===== config.mk =====
export PLATFORM = sky130hd
export DESIGN_NAME = card_cmd_screen
export DESIGN_NICKNAME = d
export VERILOG_FILES = /design/src/rtl/card_cmd_screen.sv
export SDC_FILE = /design/constraint.sdc
export NUM_CORES = 1
export LEC_CHECK = 0
export ABC_CLOCK_PERIOD_IN_PS = 3500
export BUFFER_PORTS_ARGS = -buffer_cell sky130_fd_sc_hd__buf_4
export CAP_MARGIN = 25
export CELL_PAD_IN_SITES_DETAIL_PLACEMENT = 1
export CELL_PAD_IN_SITES_GLOBAL_PLACEMENT = 2
export CORE_UTILIZATION = 27
export DETAILED_ROUTE_END_ITERATION = 8
export GPL_TIMING_DRIVEN = 1
export PLACE_DENSITY = 0.86
export SLEW_MARGIN = 30
export SYNTH_ARGS = -nofsm -noshare
export SYNTH_HDL_FRONTEND = slang
export SYNTH_SLANG_ARGS = --single-unit
export TNS_END_PERCENT = 20

===== constraint.sdc =====
create_clock -name clk -period 3.5 [get_ports clk]
set_clock_uncertainty 0.2 [all_clocks]
set_input_delay 0.35 -clock clk [delete_from_list [all_inputs] [get_ports clk]]
set_output_delay 0.35 -clock clk [all_outputs]
set_load 0.01 [all_outputs]

===== src/rtl/card_cmd_screen.sv =====
module card_cmd_screen #(
  parameter int CLS_W = 12
) (
  input  logic             clk,
  input  logic             rst_n,
  input  logic             cmd_valid,
  input  logic [5:0]       cmd_index,
  input  logic [31:0]      cmd_arg,
  input  logic [6:0]       cmd_crc,
  input  logic [3:0]       card_state,
  input  logic [CLS_W-1:0] class_mask,
  input  logic             status_clr,
  output logic             exec_stb,
  output logic             respond,
  output logic             err_crc,
  output logic             err_illegal
);
  localparam int CLS_BITS = (CLS_W > 1) ? $clog2(CLS_W) : 1;

  function automatic logic [6:0] crc7(input logic [39:0] d);
    logic [6:0] c;
    logic fb;
    c = '0;
    for (int i = 39; i >= 0; i--) begin
      fb = d[i] ^ c[6];
      c  = {c[5:0], 1'b0};
      if (fb) c = c ^ 7'h09;
    end
    return c;
  endfunction

  logic                crc_ok;
  logic                defined;
  logic [CLS_BITS-1:0] cls;
  logic [15:0]         st_ok;
  logic                no_resp;
  logic                illegal;
  logic                pass;

  assign crc_ok = (crc7({2'b01, cmd_index, cmd_arg}) == cmd_crc);

  always_comb begin
    defined = 1'b1;
    cls     = '0;
    st_ok   = '0;
    no_resp = 1'b0;
    case (cmd_index)
      6'd0:  begin st_ok = 16'h01FF; no_resp = 1'b1; end
      6'd1:  st_ok = 16'h0001;
      6'd2:  st_ok = 16'h0002;
      6'd3:  st_ok = 16'h0004;
      6'd4:  begin st_ok = 16'h0008; no_resp = 1'b1; end
      6'd7:  st_ok = 16'h01B8;
      6'd9, 6'd10: st_ok = 16'h0008;
      6'd12: st_ok = 16'h0060;
      6'd13, 6'd15: st_ok = 16'h01F8;
      6'd16, 6'd17, 6'd18: begin cls = CLS_BITS'(2); st_ok = 16'h0010; end
      6'd24, 6'd25, 6'd27: begin cls = CLS_BITS'(4); st_ok = 16'h0010; end
      6'd35, 6'd36, 6'd38: begin cls = CLS_BITS'(5); st_ok = 16'h0010; end
      6'd42: begin cls = CLS_BITS'(7); st_ok = 16'h0010; end
      default: defined = 1'b0;
    endcase
  end

  assign illegal = !defined || !class_mask[cls] || !st_ok[card_state];
  assign pass    = crc_ok && !illegal;

  always_ff @(posedge clk) begin
    if (!rst_n) begin
      exec_stb    <= 1'b0;
      respond     <= 1'b0;
      err_crc     <= 1'b0;
      err_illegal <= 1'b0;
    end else begin
      exec_stb    <= cmd_valid && pass;
      respond     <= cmd_valid && pass && !no_resp;
      err_crc     <= (err_crc && !status_clr) || (cmd_valid && !crc_ok);
      err_illegal <= (err_illegal && !status_clr) || (cmd_valid && crc_ok && illegal);
    end
  end
endmodule


Word-level counts from Yosys, hierarchy flattened

Cells that the tools add are included.

RAM bits: 0
Word-level logic and storage cells: 175
Flip-flop bits (word level): 4
Memory bits (read-only): 0
Memories kept: 0
Output and inout port bits: 4
Bits in latches: 0

Divide/modulo/power cells: 0
Mux-type cells: 46
$add $sub $neg: 0
Shifts and indexed selects: 0
Equal/unequal tests: 21
Order comparisons: 2
Multiply operators: 0
Bitwise gates (word level): 74
Reduce and logical (&&, ||, !) cells: 28

Operators by type and width:

| operator            | count |
|---|---|
| $mux 4              | 38 |
| $pmux 9 s9          | 1 |
| $not 2->2           | 37 |
| $eq 6x5->1 const B  | 6 |
| $xor 1x1->1         | 34 |
| $eq 6x4->1 const B  | 5 |
| $eq 6x6->1 const B  | 4 |
| $reduce_or 21->1    | 1 |
| $eq 6x2->1 const B  | 2 |
| $eq 6x3->1 const B  | 2 |
| $pmux 3 s4          | 1 |
| $reduce_or 3->1     | 4 |
| $lt 4x5->1 const B  | 2 |
| $reduce_or 10->1    | 1 |
| $bmux 1 s4          | 2 |
| $logic_and 1x1->1   | 8 |
| $eq 7x7->1          | 1 |
| $logic_not 1->1     | 7 |
| $eq 6x1->1 const B  | 1 |
| $logic_not 6->1     | 1 |
| $logic_or 1x1->1    | 4 |
| $mux 1              | 4 |
| $reduce_or 2->1     | 2 |
| $xor 1x1->1 const B | 3 |

Depth between registers and ports, before layout

Word-level depth: 79
Gate-level depth with buffers: 11
Mapped depth without buffers: 9

Worst setup path before layout

Ideal clock, no wire load.

Path kind: input to register
Start: in cmd_index[5]
End: reg respond
Buffers on the path: 1
Cell stages on the path: 10
Data arrival time: 2.470 ns
Slack: 0.768 ns
Library setup time: 0.061 ns
Cells stage by stage: buf_4 -> xnor2_4 -> xnor3_2 -> xnor2_2 -> xor3_1 -> nand2b_1 -> mux2i_1 -> nand2_1 -> nor3_1 -> and4_1

Longest elaborated chain between the ends: 37
Elaborated cells between the ends (all ways): 140

Ends and longest elaborated chain:

| element                | line | source |
|---|---|---|
| start: declaration     | 7    | `input logic [5:0] cmd_index,` |
| $mux 4 (3 in a row)    | 27   | `if (fb) c = c ^ 7'h09;` |
| $not 2->2 (no line)    | -    |  |
| $mux 4                 | 27   |  |
| $xor 1x1->1            | 25   | `fb = d[i] ^ c[6];` |
| $mux 4 (3 in a row)    | 27   |  |
| $not 2->2 (no line)    | -    |  |
| $mux 4                 | 27   |  |
| $xor 1x1->1            | 25   |  |
| [15 not listed]        | -    |  |
| $not 2->2 (no line)    | -    |  |
| $mux 4                 | 27   |  |
| $xor 1x1->1            | 25   |  |
| $mux 4 (3 in a row)    | 27   |  |
| $eq 7x7->1             | 40   | `assign crc_ok = (crc7({2'b01, cmd_index, cmd_arg}) == cmd_crc);` |
| $logic_and 1x1->1      | 66   | `assign pass = crc_ok && !illegal;` |
| $logic_and 1x1->1      | 76   | `respond <= cmd_valid && pass && !no_resp;` |
| $logic_and 1x1->1 *    | 76   |  |
| end signal: assignment | 76   |  |
| end: declaration       | 14   | `output logic respond,` |

Every way passes the cells marked *; elsewhere a longest branch is shown, timed or not. The select of a mux whose other input is x is not followed.
A chain may end at the register's enable or synchronous reset.

Worst setup path after layout

Start: in cmd_arg[21]
End: reg respond

Longest elaborated chain between the ends: 24
Elaborated cells between the ends (all ways): 49

Ends and longest elaborated chain:

| element                                              | line   | source |
|---|---|---|
| start: declaration                                   | 8      | `input logic [31:0] cmd_arg,` |
| $xor 1x1->1 *                                        | 25     |  |
| $mux 4 *                                             | 27     |  |
| $mux 4 / $xor 1x1->1 (equally long branches)         | 27, 25 |  |
| $mux 4                                               | 27     |  |
| $not 2->2 (no line) / $mux 4 (equally long branches) | -      |  |
| $mux 4                                               | 27     |  |
| $xor 1x1->1 / $not 2->2 (equally long branches)      | -      |  |
| $mux 4                                               | 27     |  |
| [7 not listed]                                       | -      |  |
| $mux 4                                               | 27     |  |
| $not 2->2 (no line) / $mux 4 (equally long branches) | -      |  |
| $mux 4                                               | 27     |  |
| $xor 1x1->1 / $not 2->2 (equally long branches)      | -      |  |
| $mux 4                                               | 27     |  |
| $eq 7x7->1 *                                         | 40     |  |
| $logic_and 1x1->1 *                                  | 66     |  |
| $logic_and 1x1->1 * (2 in a row)                     | 76     |  |

Every way passes the cells marked *; elsewhere a longest branch is shown, timed or not.

==> flow_metrics.tcl <==
set metrics [dict create \
    status "finished, final reports clean" \
    start_util 0.2818 \
    cts_resized 0 \
    synth_common_cells "32 x xnor2_1, 16 x nand2_1, 11 x nor2_1, 11 x xnor3_1, 11 x xor2_1" \
    switchingPower_mw 0.3480 \
    relSlewSlack 0.7063 \
    grt_usage 0.1332 \
    p_comb_frac 0.836 \
    synthesis.nets 230 \
    nets 289 \
    synth-seq-cells 4 \
    critical_path_class "primary input to flop" \
    setup_tns_ns 0 \
    rsz0062_at_grt "no" \
    clock-sinks 4 \
    hold_class "primary input to flop" \
    p_int_mw 0.5352 \
    antenna_found_initial 0 \
    postCtsSetupRepairBufs 0 \
    ff2ff_path_depth 3 \
    cts_buffers 3 \
    ios 69 \
    synth-edff-count 0 \
    clock.fmax_mhz 354.2 \
    drc 0 \
    netlist.area_leader.share 0.1806 \
    die_area_mm2 0.006054 \
    rows 27 \
    n_antenna_cell 0 \
    syn_area_mm2 0.001551 \
    synth-async-reset-ratio 0 \
    fin_crit_sh 0.8065 \
    numPortBuffers 62 \
    slew_violations 0 \
    syn_inst 165 \
    synth_ff_type "dfxtp_1" \
    rr_endpoint "err_crc" \
    hold_buffers 0 \
    maxCapViolCount 0 \
    reg2reg_from "err_crc" \
    cts-root-buf "clkbuf_8" \
    gp_congestion 0.7497 \
    wl_met2_mm 1.905 \
    grt_pass1_vias 1404 \
    crit_path_max_fanout 3 \
    yosysTopAreaCell "xnor2_1" \
    grt-ovfl-total 0 \
    leakagePower_nw 0.9837 \
    crit_start "cmd_arg[21]" \
    cp-start-kind "primary input" \
    yosysWarnings 0 \
    syn_to_final_growth_pct 35.48 \
    die_w_um 77.81 \
    die-height_um 77.81 \
    wl_met3_um 170 \
    critPathCaptureType "flop" \
    worstPathArrival_ns 2.78 \
    fin_crit_ns 2.823 \
    drt-met1-wl_mm 1.710 \
    clk_latency_ns 0.21 \
    p_sw_frac 0.3941 \
    ys_types 41 \
    ant_nets 0 \
    clkTransAtPathRegs_ns 0.03 \
    ys_top_cells_by_area "xnor2_1 18%, xnor3_1 16%, xnor2_2 7.3%" \
    fin_util 0.3817 \
    cts_max_level 1 \
    drive_above_1_share 0.3559 \
    drtIter0Drc 22 \
    seq_power_share 0.055 \
    required_ns 3.46 \
    clkPwrFrac 0.108 \
    synth-seq-area-share 0.05161 \
    hold_violations 0 \
    highest_layer "met4" \
    wl_per_cell_um 12.95 \
    synth.most_common_cell "xnor2_1" \
    cts_tree "done" \
    cts_buffer_depth 2 \
    setup.worst_path.end "respond" \
    vias 1335 \
    vias_per_cell 4.541 \
    tightest_slew_ns 0.4379 \
    wl_mm 3.808 \
    core-area_mm2 0.005507 \
    grt_pass1_wl_mm 6.265 \
    grt_start_max_net_pins 16 \
    ir_drop_v 0.0001297 \
    avgSynthCellArea_um2 9.403 \
    p_per_area_mw_per_mm2 420.2 \
    r2r_slack_ns 2.51 \
    drt_pass1_iterations 4 \
    setup_viol 0 \
    place_hpwl_mm 3.285 \
]
[cell families (layout without fill, tap and decap cells)]
kind of cell / count (synthesis) / in the layout / synth area share
buffers and inverters: 8 / 65 / 0.02983
AND/OR/NAND/NOR: 55 / 55 / 0.1774
AO/OA/AOI/OAI: 22 / 22 / 0.09598
multiplexers: 6 / 6 / 0.03871
flip-flops: 4 / 4 / 0.05161
XOR/XNOR: 70 / 70 / 0.6065
[sequential cells by signal, summed over array words and instances (netlist names)]
signal       flops
err_illegal      1
exec_stb         1
respond          1
err_crc          1
[routing by layer]
layer  vias up  global-route usage
met5         -                   0
met4         0             0.02830
met3         2             0.02353
met2        34              0.2487
met1       614              0.1568
li1        685                   -
[stage by stage]
stage	std cells	total power [mW]	area, um^2	setup slack, ns	hold WS [ns]
after floorplan	165	0.6492	1551	0.7683	0.2857
after global placement	291	0.7859	2061	0.4756	0.3044
after detailed placement	291	0.7947	2061	0.4291	0.3110
after CTS	294	0.8981	2102	0.6542	0.1928
after global routing	294	0.9660	2102	0.4417	0.2003
final	294	0.8832	2102	0.6771	0.1954
[worst min path at each step]
stage / from / end / slack, ns / cells after the start
final: rst_n / exec_stb / 0.20 / 2
after global routing: rst_n / exec_stb / 0.20 / 2
after CTS: rst_n / exec_stb / 0.19 / 2
after detailed placement: err_illegal / err_illegal / 0.31 / 2
after global placement: err_illegal / err_illegal / 0.30 / 2
after floorplan: rst_n / err_crc / 0.29 / 2
[final cells by class]
class	count	area [um^2]
multi-input cells	153	1425
clock buffers	3	41.29
repair buffers	62	465.4
flip-flops and latches	4	80.08
well taps	72	90.09
fillers	654	3405
[cells in the final DEF, fill, tap and decap left out, types with 2 or more instances in the layout]
cell type | Yosys | routed
a31oi_1 | 3 | 3
xnor3_2 | 2 | 2
nor2_1 | 11 | 11
xnor3_1 | 11 | 11
xnor2_1 | 32 | 32
xor2_2 | 2 | 2
nand2_1 | 16 | 16
nor4_1 | 2 | 2
xor2_1 | 11 | 11
buf_4 | 2 | 62
clkbuf_8 | 0 | 3
a21oi_1 | 3 | 3
dfxtp_1 | 4 | 4
xor3_1 | 4 | 4
nor2b_1 | 5 | 5
nor3_1 | 5 | 5
o21ai_0 | 7 | 7
mux2i_1 | 6 | 6
xnor2_2 | 7 | 7
nand2b_1 | 7 | 7
[power groups by stage]
stage,Clock (mW),Sequential (mW),Combinational [mW]
after global routing,0.104,0.0490,0.813
after detailed placement,0,0.0495,0.745
after global placement,0,0.0494,0.736
after floorplan,0,0.0503,0.599
final,0.0958,0.0488,0.739
after CTS,0.0994,0.0489,0.750
[worst max-delay path: stages]
cell and delay [ns]:
buf_4 0.11, xnor3_1 0.46, xnor3_2 0.50, xnor2_1 0.24
xnor2_2 0.15, xnor2_1 0.15, mux2i_1 0.24, nand2_1 0.14
nor3_1 0.25, and4_1 0.21
Note: power is estimated with default switching activity, not from simulation.
